--- config.mk ---
export PLATFORM = sky130hd
export DESIGN_NAME = dma_ptr_packer
export DESIGN_NICKNAME = d
export VERILOG_FILES = /design/src/rtl/dma_pk_pkg.sv /design/src/rtl/dma_ptr_loader.sv /design/src/rtl/dma_word_fsm.sv /design/src/rtl/dma_ptr_packer.sv
export SDC_FILE = /design/constraint.sdc
export NUM_CORES = 1
export LEC_CHECK = 0
export BUFFER_PORTS_ARGS = -buffer_cell sky130_fd_sc_hd__buf_2
export CELL_PAD_IN_SITES_DETAIL_PLACEMENT = 1
export CELL_PAD_IN_SITES_GLOBAL_PLACEMENT = 1
export CORE_UTILIZATION = 32
export CTS_CLUSTER_DIAMETER = 200
export CTS_CLUSTER_SIZE = 16
export DETAILED_ROUTE_END_ITERATION = 10
export GPL_TIMING_DRIVEN = 1
export PLACE_DENSITY_LB_ADDON = 0.25
export SYNTH_ARGS = -nofsm -noshare
export SYNTH_HDL_FRONTEND = slang
export SYNTH_SLANG_ARGS = --single-unit
--- constraint.sdc ---
create_clock -name clk -period 1.6 [get_ports clk]
set_input_delay 0.24 -clock clk [delete_from_list [all_inputs] [get_ports clk]]
set_output_delay 0.24 -clock clk [all_outputs]
set_load 0.02 [all_outputs]
--- src/rtl/dma_pk_pkg.sv ---
`timescale 1ns/1ps
package dma_pk_pkg;
    localparam int PTR_W   = 32;
    localparam int LANES   = PTR_W / 8;
    localparam int WORD_W  = 16;

    typedef enum logic [2:0] {
        ST_IDLE,
        ST_GET_HI,
        ST_GET_LO,
        ST_WR_MEM,
        ST_RD_MEM,
        ST_PUT_HI,
        ST_PUT_LO
    } xfer_state_e;
endpackage

--- src/rtl/dma_ptr_loader.sv ---
`timescale 1ns/1ps
module dma_ptr_loader
    import dma_pk_pkg::*;
#(
    parameter int WIN_AW    = 17,
    parameter int LANE_MODE = 0
) (
    input  logic              clk,
    input  logic              rst_n,
    input  logic              wr,
    input  logic [WIN_AW-1:0] addr,
    input  logic [7:0]        wdata,
    input  logic              inc,
    output logic [PTR_W-1:0]  ptr,
    output logic              load_done,
    output logic              load_abort,
    output logic              load_dir
);
    logic [PTR_W-1:0] ptr_q;
    logic [PTR_W-1:0] ptr_wr;

    generate
        if (LANE_MODE != 0) begin : g_lane
            logic [1:0] sel;
            assign sel = 2'(LANES - 1) - addr[3:2];
            always_comb begin
                ptr_wr = ptr_q;
                for (int l = 0; l < LANES; l++) begin
                    if (sel == 2'(l)) ptr_wr[l*8 +: 8] = wdata;
                end
            end
            assign load_done = wr && (sel == 2'(LANES - 1));
        end else begin : g_shift
            logic [2:0] pend_q;
            logic       key;
            assign key = &addr[WIN_AW-1:WIN_AW-2];
            always_ff @(posedge clk) begin
                if (!rst_n)
                    pend_q <= '0;
                else if (wr)
                    pend_q <= key ? 3'(LANES) : ((pend_q != 3'd0) ? pend_q - 3'd1 : 3'd0);
            end
            assign ptr_wr    = key ? '0 : {ptr_q[PTR_W-9:0], wdata};
            assign load_done = wr && !key && (pend_q == 3'd1);
        end
    endgenerate

    // A window write always wins over the per-word step.
    always_ff @(posedge clk) begin
        if (!rst_n)
            ptr_q <= '0;
        else if (wr)
            ptr_q <= ptr_wr;
        else if (inc)
            ptr_q <= ptr_q + 1'b1;
    end

    assign ptr        = ptr_q;
    assign load_abort = wr && !load_done;
    assign load_dir   = ptr_wr[PTR_W-1];
endmodule

--- src/rtl/dma_word_fsm.sv ---
`timescale 1ns/1ps
module dma_word_fsm
    import dma_pk_pkg::*;
(
    input  logic              clk,
    input  logic              rst_n,
    input  logic              load_done,
    input  logic              load_abort,
    input  logic              load_dir,
    input  logic              s_valid,
    input  logic [7:0]        s_data,
    input  logic              s_last,
    output logic              s_ready,
    output logic              m_valid,
    output logic [7:0]        m_data,
    input  logic              m_ready,
    input  logic              m_last,
    output logic              mem_req,
    output logic              mem_we,
    output logic [WORD_W-1:0] mem_wdata,
    input  logic [WORD_W-1:0] mem_rdata,
    input  logic              mem_ack,
    output logic              ptr_inc,
    output logic              dma_en
);
    xfer_state_e      state_q, state_d;
    logic [WORD_W-1:0] word_q;
    logic              last_q;

    always_ff @(posedge clk) begin
        if (!rst_n) state_q <= ST_IDLE;
        else        state_q <= state_d;
    end

    always_comb begin
        state_d = state_q;
        if (load_done) begin
            state_d = load_dir ? ST_RD_MEM : ST_GET_HI;
        end else if (load_abort) begin
            state_d = ST_IDLE;
        end else begin
            unique case (state_q)
                ST_IDLE:   state_d = ST_IDLE;
                ST_GET_HI: if (s_valid) state_d = s_last ? ST_WR_MEM : ST_GET_LO;
                ST_GET_LO: if (s_valid) state_d = ST_WR_MEM;
                ST_WR_MEM: if (mem_ack) state_d = last_q ? ST_IDLE : ST_GET_HI;
                ST_RD_MEM: if (mem_ack) state_d = ST_PUT_HI;
                ST_PUT_HI: if (m_ready) state_d = m_last ? ST_IDLE : ST_PUT_LO;
                ST_PUT_LO: if (m_ready) state_d = m_last ? ST_IDLE : ST_RD_MEM;
                default:   state_d = ST_IDLE;
            endcase
        end
    end

    always_ff @(posedge clk) begin
        if (!rst_n) begin
            word_q <= '0;
            last_q <= 1'b0;
        end else begin
            if (state_q == ST_GET_HI && s_valid) begin
                word_q <= {s_data, 8'h00};
                last_q <= s_last;
            end
            if (state_q == ST_GET_LO && s_valid) begin
                word_q[7:0] <= s_data;
                last_q      <= s_last;
            end
            if (state_q == ST_RD_MEM && mem_ack)
                word_q <= mem_rdata;
        end
    end

    always_comb begin
        s_ready   = (state_q == ST_GET_HI) || (state_q == ST_GET_LO);
        m_valid   = (state_q == ST_PUT_HI) || (state_q == ST_PUT_LO);
        m_data    = (state_q == ST_PUT_HI) ? word_q[15:8] : word_q[7:0];
        mem_req   = (state_q == ST_WR_MEM) || (state_q == ST_RD_MEM);
        mem_we    = (state_q == ST_WR_MEM);
        mem_wdata = word_q;
        ptr_inc   = mem_req && mem_ack;
        dma_en    = (state_q != ST_IDLE);
    end
endmodule

--- src/rtl/dma_ptr_packer.sv ---
`timescale 1ns/1ps
module dma_ptr_packer
    import dma_pk_pkg::*;
#(
    parameter int WIN_AW    = 17,
    parameter int LANE_MODE = 0
) (
    input  logic              clk,
    input  logic              rst_n,
    input  logic              cfg_wr,
    input  logic [WIN_AW-1:0] cfg_addr,
    input  logic [7:0]        cfg_wdata,
    output logic [7:0]        cfg_rdata,
    output logic              dma_en,
    input  logic              s_valid,
    input  logic [7:0]        s_data,
    input  logic              s_last,
    output logic              s_ready,
    output logic              m_valid,
    output logic [7:0]        m_data,
    input  logic              m_ready,
    input  logic              m_last,
    output logic              mem_req,
    output logic              mem_we,
    output logic [31:0]       mem_addr,
    output logic [15:0]       mem_wdata,
    input  logic [15:0]       mem_rdata,
    input  logic              mem_ack
);
    logic [PTR_W-1:0] ptr;
    logic             load_done, load_abort, load_dir, ptr_inc;

    dma_ptr_loader #(.WIN_AW(WIN_AW), .LANE_MODE(LANE_MODE)) u_loader (
        .clk(clk), .rst_n(rst_n), .wr(cfg_wr), .addr(cfg_addr), .wdata(cfg_wdata),
        .inc(ptr_inc), .ptr(ptr), .load_done(load_done), .load_abort(load_abort),
        .load_dir(load_dir)
    );

    dma_word_fsm u_fsm (
        .clk(clk), .rst_n(rst_n), .load_done(load_done), .load_abort(load_abort),
        .load_dir(load_dir), .s_valid(s_valid), .s_data(s_data), .s_last(s_last),
        .s_ready(s_ready), .m_valid(m_valid), .m_data(m_data), .m_ready(m_ready),
        .m_last(m_last), .mem_req(mem_req), .mem_we(mem_we), .mem_wdata(mem_wdata),
        .mem_rdata(mem_rdata), .mem_ack(mem_ack), .ptr_inc(ptr_inc), .dma_en(dma_en)
    );

    assign mem_addr  = {ptr[PTR_W-2:0], 1'b0};
    assign cfg_rdata = '0;
endmodule

==> impl_metrics.json, run 1 <==
{
  "first_global_vias": 4226,
  "pwr-share-comb_pct": 14.9,
  "internal_power_uw": 1820,
  "synth-async-reset-ratio_pct": 0,
  "rr_startpoint": "u_fsm.state_q[0]",
  "dpl.cell_count": 724,
  "critPathSlowestCell": "dfxtp_4",
  "grt-ovfl-total": 0,
  "final.min_clock_period_ns": 1.84,
  "numClockSinks": 54,
  "cp_max_fo": 8,
  "power_frac_seq_pct": 52.5,
  "r2r_slack_ns": -0.23,
  "synthDominantCellAreaShare_pct": 31.7,
  "gp_congestion": 0.842,
  "setup_viol": 50,
  "ctsHoldBuffers": 0,
  "num_antenna_cells": 0,
  "core_area_um2": 10300,
  "cp.arrival_ns": 1.60,
  "crit_type": "reg2out",
  "cp_cell_sequence": "buf_12 -> nor2b_4 -> nand2_2 -> buf_8 -> mux2_4 -> buf_6",
  "drt_iter0_drc": 176,
  "routed_wl_mm": 13.9,
  "drive_gt1_share_pct": 47.4,
  "rsz0062_at_grt": "yes",
  "crit_family": "buffers and inverters",
  "clk_latency_ns": 0.32,
  "dp_hpwl_mm": 9.84,
  "synth_cell_type_count": 70,
  "violations": "negative setup slack",
  "areaGrowthSynthToFinish_pct": 52.0,
  "max-cap-violations": 0,
  "p_sw_uw": 777,
  "fp.dieW_um": 105,
  "numCtsBuffers": 5,
  "postPlaceCellArea_um2": 4590,
  "power.share.switching_pct": 29.9,
  "worst-path-stages": 6,
  "p_clk_share_pct": 32.6,
  "grt_max_degree": 29,
  "hold_violations": 0,
  "avgViaCountPerCell": 5.48,
  "ff_latch_area_um2": 1130,
  "worstMarginPinSlew_ns": 0.598,
  "synth.area.top_cells": "dfxtp_1, nand2_1, a21oi_1",
  "rr_endpoint": "u_loader.ptr[26]",
  "initial_utilization_pct": 33.0,
  "track_usage_pct": 25.0,
  "num_vias": 4074,
  "fill_cells": 1264,
  "final_cell_area_um2": 5180,
  "die-area_um2": 11100,
  "worst_path_largest_cell_delay_ns": 0.37,
  "layout.nets": 665,
  "multi_input_area_um2": 2430,
  "clock.fmax_ghz": 0.543,
  "crit_start": "u_fsm.state_q[0]",
  "slew_viol_final": 0,
  "avgSynthCellArea_um2": 7.71,
  "cts_tree": "yes",
  "synth_cells": 442,
  "ys_seq_elements": 54,
  "synth_top_area_cell": "dfxtp_1",
  "critical_path_required_ns": 1.36,
  "antenna_found_initial": 0,
  "cts.htree.levels": 2,
  "synth_ff_type": "dfxtp_1",
  "stdcell_count": 744,
  "synth_edf_count": 0,
  "grt_pass1_wl_mm": 22.0,
  "crit_end": "m_data[0]",
  "rows": 37,
  "numPortBuffers": 101,
  "ctsLongestPathBuffers": 2,
  "clk_pin_slew_worst_paths_ns": 0.12,
  "powerDensity_nw_per_um2": 502,
  "ant_nets": 0,
  "hp-class": "in2reg",
  "relSlewSlack_pct": 60.1,
  "setup_tns_ns": -7.16,
  "dr.pass1.iters": 4,
  "drc": 0,
  "ff2ff_path_depth": 8,
  "leakage_uw": 0.00221,
  "yosysSeqAreaShare_pct": 31.7,
  "dp_slack_ns": -0.154,
  "fin_ws_ns": -0.242,
  "root_buffer": "clkbuf_8",
  "skew_ns": 0.00805,
  "status": "finished with violations",
  "wl_per_cell_um": 18.7,
  "min_period_over_period_pct": 115,
  "synth-warning-count": 0,
  "end_kind": "output port",
  "io_pins": 126,
  "start_kind": "flip-flop",
  "vdd.ir_drop.worst_v": 0.000305,
  "die_y_um": 105,
  "crit_buf_inv": 3,
  "syn_area_um2": 3410
}
cells by family (layout without fill, tap and decap cells):
kind of cell,count (synthesis),in the layout,synth area share (%)
buffers and inverters,46,204,6.87
XOR/XNOR,11,11,2.83
adder cells (fa/ha/maj),2,2,0.661
AND/OR/NAND/NOR,185,185,28.1
multiplexers,13,13,4.15
other,1,9,0.110
AO/OA/AOI/OAI,130,130,25.6
flip-flops,54,54,31.7
sequential cells by signal (all words and copies together), names as in the netlist:
signal,cells
u_loader.ptr,31
u_fsm.mem_wdata,16
u_fsm.state_q,3
u_loader.g_shift.pend_q,3
u_fsm.last_q,1
synth_stat cells (8+ instances only):
library cell / n
nand4_1: 10
nand2_1: 77
mux2_2: 8
buf_2: 9
o21ai_0: 16
nor3_1: 11
o211ai_1: 10
dfxtp_1: 54
a21oi_1: 42
nand3_1: 10
clkbuf_1: 15
a311oi_1: 8
nor2_1: 30
buf_4: 11
a22oi_1: 14
how the worst min path moves through the flow:
stage             startpoint                  end  slack (ns)  cells after the start
2_1_floorplan         s_last         u_fsm.last_q        0.38                      2
3_3_place_gp    u_fsm.last_q         u_fsm.last_q        0.47                      2
3_5_place_dp    u_fsm.last_q         u_fsm.last_q        0.50                      2
4_1_cts               s_last         u_fsm.last_q        0.15                      3
5_1_grt        mem_rdata[14]  u_fsm.mem_wdata[14]        0.16                      3
6_report        cfg_wdata[0]      u_loader.ptr[0]        0.17                      3
worst reg2reg max path, delay by kind of cell (launching register included):
family | cells | cell delay [ns]
compound gates | 3 | 0.44
buf+inv | 3 | 0.43
flops | 1 | 0.37
simple gates | 2 | 0.52
layout make-up:
type                            count  area share [%]
Timing Repair Buffer              191            25.8
Multi-Input combinational cell    350            47.0
Clock buffer                        5            1.33
Clock inverter                      3           0.435
Sequential cell                    54            21.7
Tap cell                          136            3.29
Inverter                            5           0.362
stage by stage:
step	util, %	hold slack, ns	total power (uW)
CTS	49.2	0.154	2590
finish	50.2	0.166	2600
floorplan	-	0.376	1590
detailed placement	44.4	0.498	1740
global route	50.2	0.159	2680
global placement	44.4	0.466	1730
power groups by stage:
stage / sequential [uW] / combinational, uW / clock, uW
2_1_floorplan: 1410 / 174 / 0
6_report: 1360 / 388 / 846
3_5_place_dp: 1400 / 339 / 0
3_3_place_gp: 1400 / 331 / 0
4_1_cts: 1360 / 372 / 858
5_1_grt: 1370 / 413 / 904
repair_timing:
item | in CTS | in global routing
gates resized for setup | 89 | 16
pin swaps | 25 | 14
gates cloned | 2 | 0
endpoints found under the setup margin | 56 | 62
buffers inserted | 8 | 2
cells in the final DEF, fill, tap and decap left out, drive strengths merged, types with 2 or more instances in the layout:
cell    count
and3        4
nor3b       2
a31oi       6
nand2      77
and4        4
mux2i       4
nor3       12
o31ai       4
o41ai       2
o211ai     10
nand2b      3
a311oi      8
clkbuf      5
a21oi      42
o311ai      3
o21a        3
conb        9
buf       191
nor2       31
o21ai      17
mux2        9
a211oi      3
xnor2       7
or2         2
and2        5
dfxtp      54
nand3b      3
nor2b       4
a21o        2
nor4        3
or3         5
nand4b      2
nand3      10
nand4      13
xor2        4
and4b       2
a22oi      14
a221oi      3
a22o        3
inv         7
metal layers:
metal  track usage, %  wire length (um)  part of all wire [%]
met5                0                 0                     0
met4             6.44               190                   1.4
met3             3.18               436                   3.1
met2             44.4              6970                    50
met1             31.6              6330                    45
(Power assumes the default switching activity.)
==> run 2, diff against run 1 <==
MAX_ROUTING_LAYER = met4   (was not set)
==> run 2 against run 1 <==
  * The run still ends with negative setup slack left
  * Die area is the same
  * Non-clock buffer count is the same
  * Total power shrank 0.35%
  * Clock-buffer cell count is the same
  * Critical path type unchanged
  * Combinational power is essentially flat
  * Clock power shrank 0.9%
  * Worst hold slack gained 0.0034 ns
  * Final cell count is the same
  * Wire length shrank 0.34%
==> impl_metrics.json, run 2 (synthesis results as in run 1) <==
{
  "r2r_slack_ns": -0.23,
  "crit_type": "reg2out",
  "cts.htree.levels": 2,
  "rows": 37,
  "worstMarginPinSlew_ns": 0.592,
  "largest_reg_flops": 31,
  "grt_max_degree": 29,
  "track_usage_pct": 25.7,
  "numClockSinks": 54,
  "power.share.switching_pct": 29.7,
  "ctsHoldBuffers": 0,
  "io_pins": 126,
  "numCtsBuffers": 5,
  "drc": 0,
  "cp.arrival_ns": 1.60,
  "dp_slack_ns": -0.154,
  "status": "finished with violations",
  "critical_path_required_ns": 1.36,
  "violations": "negative setup slack",
  "clock.fmax_ghz": 0.543,
  "areaGrowthSynthToFinish_pct": 52.0,
  "gp_congestion": 0.855,
  "power_frac_seq_pct": 52.7,
  "powerDensity_nw_per_um2": 500,
  "clk_latency_ns": 0.32,
  "routed_wl_mm": 13.9,
  "rr_startpoint": "u_fsm.state_q[0]",
  "num_antenna_cells": 0,
  "dr.pass1.iters": 4,
  "grt-ovfl-total": 0,
  "pwr-share-comb_pct": 14.9,
  "clk_pin_slew_worst_paths_ns": 0.11,
  "core_area_um2": 10300,
  "vdd.ir_drop.worst_v": 0.000304,
  "wl_per_cell_um": 18.7,
  "drt-met1-wl_mm": 6.28,
  "final_cell_mix": "buf_2, nand2_1, buf_4, a21oi_1, nor2_1",
  "numPortBuffers": 101,
  "multi_input_area_um2": 2430,
  "avgViaCountPerCell": 5.46,
  "grt_pass1_wl_mm": 22.0,
  "hold_violations": 0,
  "p_total_uw": 2590,
  "p_sw_uw": 769,
  "worstHoldEndpoint": "u_loader.ptr[0]",
  "drt_iter0_drc": 171,
  "dr_wl_met3_um": 444,
  "internal_power_uw": 1820,
  "hold_depth": 3,
  "root_buffer": "clkbuf_8",
  "dp_hpwl_mm": 9.84,
  "end_kind": "output port",
  "fp.dieW_um": 105,
  "antenna_found_initial": 0,
  "start_kind": "flip-flop",
  "final.min_clock_period_ns": 1.84,
  "hold_slack_ns": 0.169,
  "initial_utilization_pct": 33.0,
  "skew_ns": 0.0105,
  "wl_met2_mm": 6.96,
  "rsz0062_at_grt": "yes",
  "ff_latch_area_um2": 1130,
  "min_period_over_period_pct": 115,
  "routed.top_layer": "met4",
  "fill_cells": 1264,
  "ff2ff_path_depth": 8,
  "max-cap-violations": 0,
  "drive_gt1_share_pct": 47.4,
  "cp_max_fo": 8,
  "die-area_um2": 11100,
  "num_vias": 4065,
  "hold_start": "cfg_wdata[0]",
  "fin_ws_ns": -0.241,
  "rr_endpoint": "u_loader.ptr[26]",
  "cts_tree": "yes",
  "finish.utilization_pct": 50.2,
  "postPlaceCellArea_um2": 4590,
  "ant_nets": 0,
  "p_clk_share_pct": 32.4,
  "layout_commonest_cell": "buf_2",
  "hp-class": "in2reg",
  "ctsLongestPathBuffers": 2,
  "setup_viol": 50,
  "final_cell_area_um2": 5180,
  "layout.nets": 665,
  "first_global_vias": 4232,
  "relSlewSlack_pct": 60.5,
  "slew_viol_final": 0,
  "leakage_uw": 0.00221,
  "die_y_um": 105
}
-- run 2: cell counts in the layout (fill, tap and decap cells not counted) --
Identical to the previous run, type by type.
-- run 2: repair_timing --
item                       CTS  global route
hold endpoints to repair     0             0
gates resized for setup     89            16
buffers inserted             8             2
pin swaps                   25            14
setup endpoints to repair   56            62
cloned                       2             0
-- run 2: per-stage QoR --
step / instances / TNS (ns)
6_report: 744 / -7.24
3_3_place_gp: 724 / -2.28
3_5_place_dp: 724 / -4.10
4_1_cts: 742 / -6.59
2_1_floorplan: 450 / -0.0666
5_1_grt: 744 / -11.17
-- run 2: power by group through the flow --
| stage | combinational (uW) | clock, uW | sequential, uW |
|---|---|---|---|
| after floorplan | 174 | 0 | 1410 |
| after global placement | 331 | 0 | 1400 |
| after detailed placement | 339 | 0 | 1400 |
| after CTS | 372 | 858 | 1360 |
| after global routing | 414 | 905 | 1370 |
| final | 387 | 838 | 1360 |
-- run 2: layer usage --
metal,global-route usage [%],vias to the layer above
li1,-,1944
met1,31.7,2003
met2,44.4,98
met3,3.18,20
met4,6.44,0
met5,-,-
-- run 2: final cells by class --
class	instances	area share, %
Inverter	5	0.362
Sequential cell	54	21.7
Multi-Input combinational cell	350	47.0
Tap cell	136	3.29
Clock inverter	3	0.435
Clock buffer	5	1.33
Timing Repair Buffer	191	25.8
-- run 2: worst max-delay path by stage --
stage,from,endpoint,slack [ns],cells after the start
final,u_fsm.state_q[0],m_data[0],-0.24,6
after floorplan,u_loader.ptr[8],u_loader.ptr[26],-0.05,6
after global routing,u_fsm.state_q[0],m_data[6],-0.30,6
after CTS,u_fsm.state_q[0],m_data[6],-0.25,6
after global placement,u_fsm.state_q[0],u_loader.ptr[19],-0.13,6
after detailed placement,u_fsm.state_q[0],m_data[6],-0.15,6
-- run 2: critical path, stage by stage (launching register included) --
cell and delay, ns:
dfxtp_4 0.37, buf_12 0.12, nor2b_4 0.12, nand2_2 0.07
buf_8 0.15, mux2_4 0.32, buf_6 0.13
